### src/rtl/rcs_pkg.sv
package rcs_pkg;
  localparam int unsigned DEF_BYTE_BITS = 8;
  localparam int unsigned DEF_CRC_BITS  = 16;
  localparam logic [15:0] DEF_CRC_POLY  = 16'h1021;

  typedef enum logic {
    FMT_NORMAL = 1'b0,
    FMT_RAW    = 1'b1
  } cell_fmt_t;
endpackage

### src/rtl/rcs_crc.sv
module rcs_crc #(
  parameter int unsigned          BW   = rcs_pkg::DEF_BYTE_BITS,
  parameter int unsigned          CW   = rcs_pkg::DEF_CRC_BITS,
  parameter logic [CW-1:0]        POLY = rcs_pkg::DEF_CRC_POLY
) (
  input  logic          clk,
  input  logic          rst,
  input  logic          sync_en,
  input  logic          load,
  input  rcs_pkg::cell_fmt_t fmt,
  input  logic          crc_en,
  input  logic [BW-1:0] data_in,
  output logic [BW-1:0] crc_hi
);
  logic [CW-1:0] crc_q;

  function automatic logic [CW-1:0] fold(input logic [CW-1:0] c, input logic [BW-1:0] b);
    logic [CW-1:0] r;
    logic          fb;
    r = c;
    for (int i = BW - 1; i >= 0; i--) begin
      fb = r[CW-1] ^ b[i];
      r  = {r[CW-2:0], 1'b0};
      if (fb) r = r ^ POLY;
    end
    return r;
  endfunction

  always_ff @(posedge clk) begin
    if (rst || !sync_en) begin
      crc_q <= '1;
    end else if (load && fmt == rcs_pkg::FMT_NORMAL) begin
      if (crc_en) crc_q <= fold(crc_q, data_in);
      else        crc_q <= crc_q << BW;
    end
  end

  assign crc_hi = crc_q[CW-1 -: BW];


  preset_hold_chk: assert property (@(posedge clk) disable iff (rst)
    !sync_en |=> crc_q == '1);

  raw_untouched_chk: assert property (@(posedge clk) disable iff (rst)
    (load && fmt == rcs_pkg::FMT_RAW && sync_en) |=> $stable(crc_q));

  zero_fill_chk: assert property (@(posedge clk) disable iff (rst)
    (load && fmt == rcs_pkg::FMT_NORMAL && !crc_en && sync_en) |=> crc_q[BW-1:0] == '0);
endmodule

### src/rtl/rcs_sequencer.sv
module rcs_sequencer #(
  parameter int unsigned BW = rcs_pkg::DEF_BYTE_BITS
) (
  input  logic               clk,
  input  logic               rst,
  input  logic               cell_tick,
  input  logic               wr_gate,
  input  rcs_pkg::cell_fmt_t fmt_in,
  input  logic [BW-1:0]      src_byte,
  output logic               load,
  output logic               pulse_out,
  output logic               byte_xfer
);
  localparam int unsigned SLOTS_N = 2 * BW;
  localparam int unsigned SW      = $clog2(SLOTS_N);

  logic [SW-1:0]      slot_q;
  logic [SW-1:0]      last_slot;
  logic               busy_q;
  rcs_pkg::cell_fmt_t fmt_q;
  logic [BW-1:0]      byte_q;
  logic               advance;

  function automatic logic slot_val(input logic [BW-1:0] b, input rcs_pkg::cell_fmt_t f,
                                    input logic [SW-1:0] s);
    int idx;
    if (f == rcs_pkg::FMT_RAW) begin
      idx = int'(BW) - 1 - int'(s);
      return b[idx];
    end
    if (!s[0]) return 1'b1;
    idx = int'(BW) - 1 - int'(s >> 1);
    return b[idx];
  endfunction

  assign last_slot = (fmt_q == rcs_pkg::FMT_RAW) ? SW'(BW - 1) : SW'(SLOTS_N - 1);
  assign load      = cell_tick && wr_gate && (!busy_q || slot_q == last_slot);
  assign advance   = cell_tick && wr_gate && !load;

  always_ff @(posedge clk) begin
    if (rst) begin
      busy_q    <= 1'b0;
      slot_q    <= '0;
      fmt_q     <= rcs_pkg::FMT_NORMAL;
      byte_q    <= '0;
      pulse_out <= 1'b0;
      byte_xfer <= 1'b0;
    end else begin
      byte_xfer <= load;
      pulse_out <= 1'b0;
      if (!wr_gate) busy_q <= 1'b0;
      if (load) begin
        busy_q    <= 1'b1;
        slot_q    <= '0;
        fmt_q     <= fmt_in;
        byte_q    <= src_byte;
        pulse_out <= slot_val(src_byte, fmt_in, '0);
      end else if (advance) begin
        slot_q    <= slot_q + 1'b1;
        pulse_out <= slot_val(byte_q, fmt_q, slot_q + 1'b1);
      end
    end
  end


  pulse_after_tick_chk: assert property (@(posedge clk) disable iff (rst)
    pulse_out |-> $past(cell_tick && wr_gate));

  xfer_after_tick_chk: assert property (@(posedge clk) disable iff (rst)
    byte_xfer |-> $past(cell_tick && wr_gate));

  clock_slot_chk: assert property (@(posedge clk) disable iff (rst)
    (advance && fmt_q == rcs_pkg::FMT_NORMAL && slot_q[0]) |=> pulse_out);

  gate_low_quiet_chk: assert property (@(posedge clk) disable iff (rst)
    !wr_gate |=> (!pulse_out && !byte_xfer));
endmodule

### src/rtl/rawcell_serializer.sv
module rawcell_serializer #(
  parameter int unsigned   BYTE_BITS = rcs_pkg::DEF_BYTE_BITS,
  parameter int unsigned   CRC_BITS  = rcs_pkg::DEF_CRC_BITS,
  parameter logic [15:0]   CRC_POLY  = rcs_pkg::DEF_CRC_POLY
) (
  input  logic                 clk,
  input  logic                 rst,
  input  logic                 cell_tick,
  input  logic                 wr_gate,
  input  logic                 raw_mode,
  input  logic                 crc_en,
  input  logic                 sync_en,
  input  logic [BYTE_BITS-1:0] data_byte,
  output logic                 pulse_out,
  output logic                 byte_xfer
);
  rcs_pkg::cell_fmt_t   fmt;
  logic [BYTE_BITS-1:0] crc_hi;
  logic [BYTE_BITS-1:0] src_byte;
  logic                 load;

  assign fmt      = raw_mode ? rcs_pkg::FMT_RAW : rcs_pkg::FMT_NORMAL;
  assign src_byte = (fmt == rcs_pkg::FMT_NORMAL && !crc_en) ? crc_hi : data_byte;

  rcs_crc #(
    .BW   (BYTE_BITS),
    .CW   (CRC_BITS),
    .POLY (CRC_POLY[CRC_BITS-1:0])
  ) u_crc (
    .clk     (clk),
    .rst     (rst),
    .sync_en (sync_en),
    .load    (load),
    .fmt     (fmt),
    .crc_en  (crc_en),
    .data_in (data_byte),
    .crc_hi  (crc_hi)
  );

  rcs_sequencer #(
    .BW (BYTE_BITS)
  ) u_seq (
    .clk       (clk),
    .rst       (rst),
    .cell_tick (cell_tick),
    .wr_gate   (wr_gate),
    .fmt_in    (fmt),
    .src_byte  (src_byte),
    .load      (load),
    .pulse_out (pulse_out),
    .byte_xfer (byte_xfer)
  );
endmodule

### config.mk
export PLATFORM = sky130hd
export DESIGN_NAME = rawcell_serializer
export DESIGN_NICKNAME = d
export VERILOG_FILES = /design/src/rtl/rcs_pkg.sv /design/src/rtl/rcs_crc.sv /design/src/rtl/rcs_sequencer.sv /design/src/rtl/rawcell_serializer.sv
export SDC_FILE = /design/constraint.sdc
export NUM_CORES = 1
export LEC_CHECK = 0
export CAP_MARGIN = 20
export CELL_PAD_IN_SITES_DETAIL_PLACEMENT = 1
export CELL_PAD_IN_SITES_GLOBAL_PLACEMENT = 1
export CORE_MARGIN = 2
export CORE_UTILIZATION = 40
export CTS_BUF_LIST = sky130_fd_sc_hd__clkbuf_8
export DETAILED_ROUTE_END_ITERATION = 16
export MAX_ROUTING_LAYER = met4
export PLACE_DENSITY_LB_ADDON = 0.1
export SLEW_MARGIN = 10
export SYNTH_ARGS = -nofsm -noshare
export SYNTH_HDL_FRONTEND = slang
export SYNTH_SLANG_ARGS = --single-unit
export TNS_END_PERCENT = 30
### constraint.sdc
create_clock -name clk -period 5.75 [get_ports clk]
set_clock_uncertainty 0.05 [all_clocks]
set_input_delay 0.575 -clock clk [delete_from_list [all_inputs] [get_ports clk]]
set_output_delay 0.575 -clock clk [all_outputs]
set_load 0.01 [all_outputs]
# After elaboration in Yosys (flattened, before gate mapping)
# Cells that the tools add are included.
classes:
  add_sub_neg: 3
  order_cmp: 2
  n_eq_ne: 2
  mux: 65
  n_bitwise: 17
  n_reduce_logical: 12
op_table:
  columns: ["cell", "count"]
  rows:
  - ["two-way mux 16 bit", 22]
  - ["two-way mux 13 bit", 8]
  - ["less-than comparator 32 x 5 -> 1 bit (second input constant)", 2]
  - ["two-way mux 1 bit", 31]
  - ["NOT 3 bit", 8]
  - ["two-way mux 8 bit", 1]
  - ["bitwise XOR 1 bit", 8]
  - ["binary-select mux 1 bit (select 3 bit)", 2]
  - ["logical AND 1 bit", 5]
  - ["subtractor 3 x 4 -> 5 bit (first input constant)", 1]
  - ["adder 4 x 1 -> 4 bit (second input constant)", 1]
  - ["== test 4 bit", 1]
  - ["logical NOT 1 bit", 4]
  - ["two-way mux 4 bit", 1]
  - ["subtractor 3 x 3 -> 4 bit (first input constant)", 1]
  - ["logical OR 1 bit", 2]
  - ["inequality test 2 x 1 -> 1 bit (second input constant)", 1]
  - ["OR reduction 2 bit", 1]
  - ["NOT 1 bit", 1]
word_totals:
  reg_bits: 32
  inputBits: 15
  output_inout_bits: 2
  elab_cells: 108

# Depth between registers and ports, before layout
# Gate-level depths: netlist (run 1).
depth:
  depth_word: 40
  depth_mapped: 6
  depth_no_buf: 6

# Cells and area by module
# Synthesis (run 1) repeated with hierarchy kept, for this count alone.
unflattened:
  hier_cells: 200
  area_unflattened_um2: 1806.7
modules_own_cells:
  columns: ["mod", "n_inst", "cells_per_inst", "area_each_um2", "seq_area_each_um2"]
  rows:
  - ["rcs_crc", 1, 102, 898.4, 320.3]
  - ["rcs_sequencer", 1, 89, 807.0, 320.3]
  - ["rawcell_serializer", 1, 9, 101.3, 0.0]

# Worst setup path after synthesis (run 1)
# Ideal clock, no wire load.
synth_timing:
  path_type: "flip-flop to flip-flop"
  from: "register u_seq.slot_q[0]"
  to: "register u_seq.pulse_out"
  setup_time_ps: 117
  arrival_time_ps: 1748
  t_required_ps: 5583
  path_slack_ps: 3835
  path_stages_with_launch: 7
  path_buffers: 0
  period_less_slack_ps: 1915
  path_cell_list: "dfxtp_1 ha_1 inv_1 mux4_2 nor4b_1 nor4_1 a22o_1"
synth_between:
  elab_chain_cells: 11
  word_cells_on_any_way: 25
  cone_classes: "add/sub: 3; eq/ne: 1; mux: 17; reduce/logical: 4"
synth_rtl:
  columns: ["item", "line", "source"]
  rows:
  - ["from (decl)", "rcs_sequencer.sv:17", "logic [SW-1:0] slot_q;"]
  - ["from (signal assigned)", "rcs_sequencer.sv:59", "slot_q <= slot_q + 1'b1;"]
  - ["adder 4 x 1 -> 4 bit", "rcs_sequencer.sv:60", "pulse_out <= slot_val(byte_q, fmt_q, slot_q + 1'b1);"]
  - ["subtractor 3 x 4 -> 5 bit", "rcs_sequencer.sv:28", "idx = int'(BW) - 1 - int'(s);"]
  - ["binary-select mux 1 bit (select 3 bit)", "rcs_sequencer.sv:29", "return b[idx];"]
  - ["two-way mux 1 bit (not written as such) (2 in a row)", "rcs_sequencer.sv:29", null]
  - ["two-way mux 1 bit", "rcs_sequencer.sv:27", "if (f == rcs_pkg::FMT_RAW) begin"]
  - ["two-way mux 1 bit", "rcs_sequencer.sv:31", "if (!s[0]) return 1'b1;"]
  - ["two-way mux 1 bit", "rcs_sequencer.sv:32", "idx = int'(BW) - 1 - int'(s >> 1);"]
  - ["two-way mux 1 bit", "rcs_sequencer.sv:31", null]
  - ["two-way mux 1 bit", "rcs_sequencer.sv:58", "end else if (advance) begin"]
  - ["two-way mux 1 bit (*)", "rcs_sequencer.sv:52", "if (load) begin"]
  - ["to (signal assigned)", "rcs_sequencer.sv:57", "pulse_out <= slot_val(src_byte, fmt_in, '0);"]
  - ["to (signal assigned)", "rcs_sequencer.sv:60", null]
  - ["to (decl)", "rcs_sequencer.sv:11", "output logic pulse_out,"]
# Mark *: on every way between the ends. The rest lies on a longest branch, timed or not. The select of a mux whose other input is x is not followed.
# A chain may end at the register's enable or synchronous reset.

# Worst setup path after layout (run 1)
layout_timing:
  from: "input port crc_en"
  to: "register u_seq.byte_q[2]"
layout_between:
  elab_chain_cells: 3
layout_rtl:
  columns: ["item", "line", "source"]
  rows:
  - ["from (decl)", "rawcell_serializer.sv:11", "input logic crc_en,"]
  - ["logical NOT 1 bit", "rawcell_serializer.sv:23", "assign src_byte = (fmt == rcs_pkg::FMT_NORMAL && !crc_en) ? crc_hi : data_byte;"]
  - ["logical AND 1 bit", "rawcell_serializer.sv:23", null]
  - ["two-way mux 8 bit", "rawcell_serializer.sv:23", null]
  - ["to (signal assigned)", "rcs_sequencer.sv:56", "byte_q <= src_byte;"]
  - ["to (decl)", "rcs_sequencer.sv:21", "logic [BW-1:0] byte_q;"]
# No other way between the ends.

==> impl_metrics.toml, run 1 <==
[critical_path]
cp-end-kind = "register"
cp-start-kind = "input port"
path_buf_inv = 1
required_ns = 5.86
slowest_stage = "nor2_1"
crit_arrival_ns = 2.43
worstSetupPathType = "in -> reg"
cpLargestDelayFamily = "simple AND/OR/NAND/NOR gates"
path_max_fanout = 13
crit_chain = "clkdlybuf4s50_1, nor2_1, mux2i_1, o2bb2ai_1"
slowest_delay_ns = 0.76

[placement]
place.port_buffers = 16
gp_congestion = 0.735
postPlaceCellArea_um2 = 1830
dp.cells = 231
hpwl_um = 2980

[layout]
fin_area_um2 = 1930
area_growth_pct = 16.4
layout.cells.non_filler = 238
drive_above_1_share_pct = 7.45
final_common_cell = "dfxtp_1"
layout_common_cells = "32 x dfxtp_1, 25 x nand2_1, 16 x clkdlybuf4s50_1, 15 x xor2_1, 11 x a21oi_1"
final_util_pct = 48.1
antenna_cells = 0
nets = 204

[synthesis]
synth_top_flop_cell = "dfxtp_1"
synth_area_leaders = "dfxtp_1 39%, xor2_1 7.9%, mux2i_1 6.1%, nand2_1 5.7%, xnor2_1 5.3%"
ys_types = 33
synth-async-reset-ratio_pct = 0
ys_ff_latch = 32
yosysTopAreaCell = "dfxtp_1"
synth_edf_count = 0
syn-instance-count = 173
syn-num-nets = 189
syn_area_um2 = 1650
yosysWarnings = 0
ys_seq_area_share_pct = 38.7
synth_top_area_share_pct = 38.7
syn_area_per_cell_um2 = 9.56

[global_route]
grt_max_degree = 22
overflow = 0
grt_first_pass_wirelength_um = 6480
grtUsageTotal_pct = 20.0
antenna_found_initial = 0
grt_pass1_vias = 1334

[clock_network]
cts_root_buf = "clkbuf_8"
htree_levels = 2
cts_resized = 0
numCtsBuffers = 5
cts_tree = "yes"
clock_path_buffers = 2
postCtsSetupBuffers = 0
cts_hold_buf = 0
clkLatencyLatePin_ns = 0.28
cts.clk_slew.worst_paths_ns = 0.06
cts.sinks = 32

[route]
dr_wl_met2_um = 2010
drc = 0
vias = 1292
wl_per_cell_um = 16.3
top_layer = "met4"
via_per_inst = 5.43
dr.pass1.iters = 4
drt-met1-wl_um = 1700
wl_met3_um = 109
ant_nets = 0
first_iter_violations = 58
routed_wirelength_um = 3870

[floorplan]
dieHeight_um = 68.3
ios = 17
core_um2 = 4000
std_cell_rows = 23
fp.dieW_um = 68.3
die-area_um2 = 4670
start_util_pct = 41.4

[outcome]
run_status = "finished clean"

[timing]
finalCritPeriodShare_pct = 40.3
final_hold_viol_count = 0
setup_viol = 0
tns_ns = 0
rsz0062_at_grt = "false"
period_needed_ns = 2.32
maxSlewViolCount = 0
slew_headroom_pct = 43.2
worst_slew_pin_slew_ns = 0.849
whs_ns = 0.433
max_freq_mhz = 432

[job]
drv_cap = 0

[pwr]
power_per_cell_area_nw_per_um2 = 256
vdd_drop_max_uv = 120
power_leakage_nw = 0.705

[min_path]
hold_class = "reg -> reg"
kinds of logic after synthesis:
kind of cell	count (synthesis)	share of synthesized area, %
and+or+nand+nor	57	16.9
AOI/OAI and AO/OA	32	14.1
DFF	32	38.7
xor gates and xnor gates	26	14.2
muxes	14	11.7
buffers and inverters	11	3.56
adders and majority gates	1	0.756
cells in the mapped netlist (5+ instances only):
library cell,count
mux2i_1,10
nand3_1,7
xor2_1,15
nor2_1,5
dfxtp_1,32
xnor2_1,10
o211ai_1,8
a21oi_1,11
nor3_1,5
nand2_1,25
o2bb2ai_1,8
registers in the layout, summed over array words and instances (netlist names):
name             count
u_seq.slot_q         4
u_seq.byte_q         8
u_crc.crc_q         16
u_seq.byte_xfer      1
u_seq.fmt_q          1
u_seq.pulse_out      1
u_seq.busy_q         1
metrics by stage:
step                      setup slack, ns  total power, W
after detailed placement             3.15        0.000311
after global routing                 3.28        0.000517
after CTS                            3.43        0.000498
after floorplan                      3.83        0.000287
final                                3.43        0.000493
after global placement               3.14        0.000310
path summary, 6_finish.rpt:
| path | from | to | slack [ns] | cells past startpoint |
|---|---|---|---|---|
| setup / recovery | crc_en | u_seq.byte_q[2]$_SDFFE_PP0P_ | 3.43 | 4 |
| setup reg to reg | u_seq.slot_q[0]$_SDFFE_PP0P_ | u_seq.pulse_out$_SDFF_PP0_ | 3.48 | 6 |
| hold reg to reg | u_seq.byte_q[6]$_SDFFE_PP0P_ | u_seq.byte_q[6]$_SDFFE_PP0P_ | 0.43 | 1 |
| hold / removal | u_seq.byte_q[6]$_SDFFE_PP0P_ | u_seq.byte_q[6]$_SDFFE_PP0P_ | 0.43 | 1 |
final cells by class:
class,count,area (um2)
Fill cell,458,2070
Clock buffer,7,96.3
Tap cell,50,62.6
Inverter,3,11.3
Multi-Input combinational cell,130,955
Sequential cell,32,641
Timing Repair Buffer,16,160
worst register-to-register path, delay by kind of cell, from the launching register on:
family,cells,cell delay (ns)
and+or+nand+nor,2,0.37
DFF,1,0.53
AOI/OAI and AO/OA,1,0.24
buffers and inverters,1,0.12
muxes,1,0.51
adders and majority gates,1,0.35
where the power goes:
group          internal [W]  total [W]  switching (W)
sequential         0.000229   0.000236     0.00000678
combinational     0.0000337  0.0000702      0.0000365
clock              0.000107   0.000187      0.0000801
total              0.000369   0.000493       0.000123
layer usage:
layer / GRT usage (%) / vias to the layer above
met5: - / -
met4: 7.50 / 0
met3: 4.93 / 5
met2: 34.2 / 14
met1: 22.4 / 635
li1: - / 638
Note: power is estimated with default switching activity, not from simulation.
==> inputs of run 2 (changes only) <==
Clock period 5.75 ns to 1.9 ns, I/O delays scaled along.
==> impl_metrics.toml, run 2 (same netlist as run 1, synthesis figures left out) <==
[route]
vias = 1383
dr.pass1.iters = 4
ant_nets = 0
dr_wl_met2_um = 2350
first_iter_violations = 60
wl_met3_um = 91
top_layer = "met4"
drt-met1-wl_um = 1790
drc = 0
via_per_inst = 5.26
routed_wirelength_um = 4310
wl_per_cell_um = 16.4

[clock_network]
numCtsBuffers = 5
cts.sinks = 32
htree_levels = 2
clkLatencyLatePin_ns = 0.28
cts.clk_slew.worst_paths_ns = 0.07
cts_root_buf = "clkbuf_8"
cts_tree = "yes"
clock_path_buffers = 2
cts_hold_buf = 0

[layout]
antenna_cells = 0
fill_cells = 460
largest-register = "u_crc.crc_q"
regArea_um2 = 643
nets = 228
largest_reg_flops = 16
largestRegisters = "u_crc.crc_q (16), u_seq.byte_q (8), u_seq.slot_q (4)"
layout_common_cells = "30 x dfxtp_1, 25 x nand2_1, 22 x buf_4, 16 x clkdlybuf4s50_1, 15 x xor2_1"
final_common_cell = "dfxtp_1"
multiInputGateArea_um2 = 978
drive_above_1_share_pct = 21.6
area_growth_pct = 30.7
fin_area_um2 = 2160

[floorplan]
dieHeight_um = 68.3
core_um2 = 4000
start_util_pct = 41.4
ios = 17
std_cell_rows = 23
die-area_um2 = 4670
fp.dieW_um = 68.3

[timing]
rsz0062_at_grt = "true"
period_needed_ns = 1.86
finalCritPeriodShare_pct = 98.1
maxSlewViolCount = 0
final_hold_viol_count = 0
max_freq_mhz = 537
setup_ws_ns = 0.0361
worst_slew_pin_slew_ns = 0.333
slew_headroom_pct = 77.8
setup_viol = 0
whs_ns = 0.442

[critical_path]
cp-start-kind = "register"
slowest_stage = "mux4_2"
cp-end-kind = "register"
crit_arrival_ns = 1.99
worstSetupPathType = "reg -> reg"
crit_chain = "ha_4, inv_4, buf_6, mux4_2, nor4_2, nor4_1, a22o_1"
worst-r2r-setup-slack_ns = 0.04
slowest_delay_ns = 0.50
path_max_fanout = 2
required_ns = 2.03

[pwr]
power_w = 0.00162
power_per_cell_area_nw_per_um2 = 748
power_leakage_nw = 0.837
vdd_drop_max_uv = 346

[placement]
pre_cts_slack_ns = -0.115
gp_congestion = 0.810
hpwl_um = 3330
postPlaceCellArea_um2 = 2010
place.port_buffers = 16

[global_route]
grt_pass1_vias = 1536
antenna_found_initial = 0
grt_first_pass_wirelength_um = 7250
grt_max_degree = 17
grtUsageTotal_pct = 22.3
overflow = 0

[outcome]
run_status = "finished clean"

[min_path]
hold_class = "reg -> reg"

[job]
drv_cap = 0
[run 2: routing by layer]
metal	track usage (%)	up-vias
met3	4.77	8
met2	40.8	14
met1	23.1	675
li1	-	686
met4	9.00	0
met5	-	-
[run 2: final timing paths]
path                                start                     endpoint  cells past startpoint
max          u_seq.slot_q[1]$_SDFFE_PP0P_   u_seq.pulse_out$_SDFF_PP0_                      7
min reg2reg   u_crc.crc_q[5]$_SDFFE_PP1P_  u_crc.crc_q[5]$_SDFFE_PP1P_                      2
min           u_crc.crc_q[5]$_SDFFE_PP1P_  u_crc.crc_q[5]$_SDFFE_PP1P_                      2
max reg2reg  u_seq.slot_q[1]$_SDFFE_PP0P_   u_seq.pulse_out$_SDFF_PP0_                      7
[run 2: timing repair]
item | CTS | global route
gates cloned | 0 | 0
setup endpoints to repair | 1 | 9
gates resized for setup | 5 | 4
setup buffers | 2 | 0
pin swaps | 4 | 1
[run 2: critical path, delay by kind of cell, from the launching register on]
family,cells,cell delay (ns)
AOI/OAI and AO/OA,1,0.22
adders and majority gates,1,0.25
buffers and inverters,2,0.15
DFF,1,0.33
muxes,1,0.50
and+or+nand+nor,2,0.27
[run 2: report_power, final]
group	leakage [nW]	switching [W]	internal, W
logic	0.516	0.000128	0.000140
clock network	0.0593	0.000256	0.000384
registers	0.262	0.0000180	0.000693
[run 2: final cells by class]
cell class	instances	share of cell area, %
tap	50	2.89
inverter	3	0.637
multi-input combinational	130	45.3
sequential	32	29.7
clock inverter	3	1.79
timing repair buffer	40	16.5
clock buffer	5	3.18
[run 2: through the flow]
| stage | util, % | instances | setup TNS, ns |
|---|---|---|---|
| 4_1_cts | 53.8 | 263 | 0 |
| 3_5_place_dp | 50.3 | 253 | -0.115 |
| 2_1_floorplan | - | 173 | 0 |
| 3_3_place_gp | 50.3 | 253 | 0 |
| 6_report | 54.1 | 263 | 0 |
| 5_1_grt | 54.1 | 263 | -0.0171 |
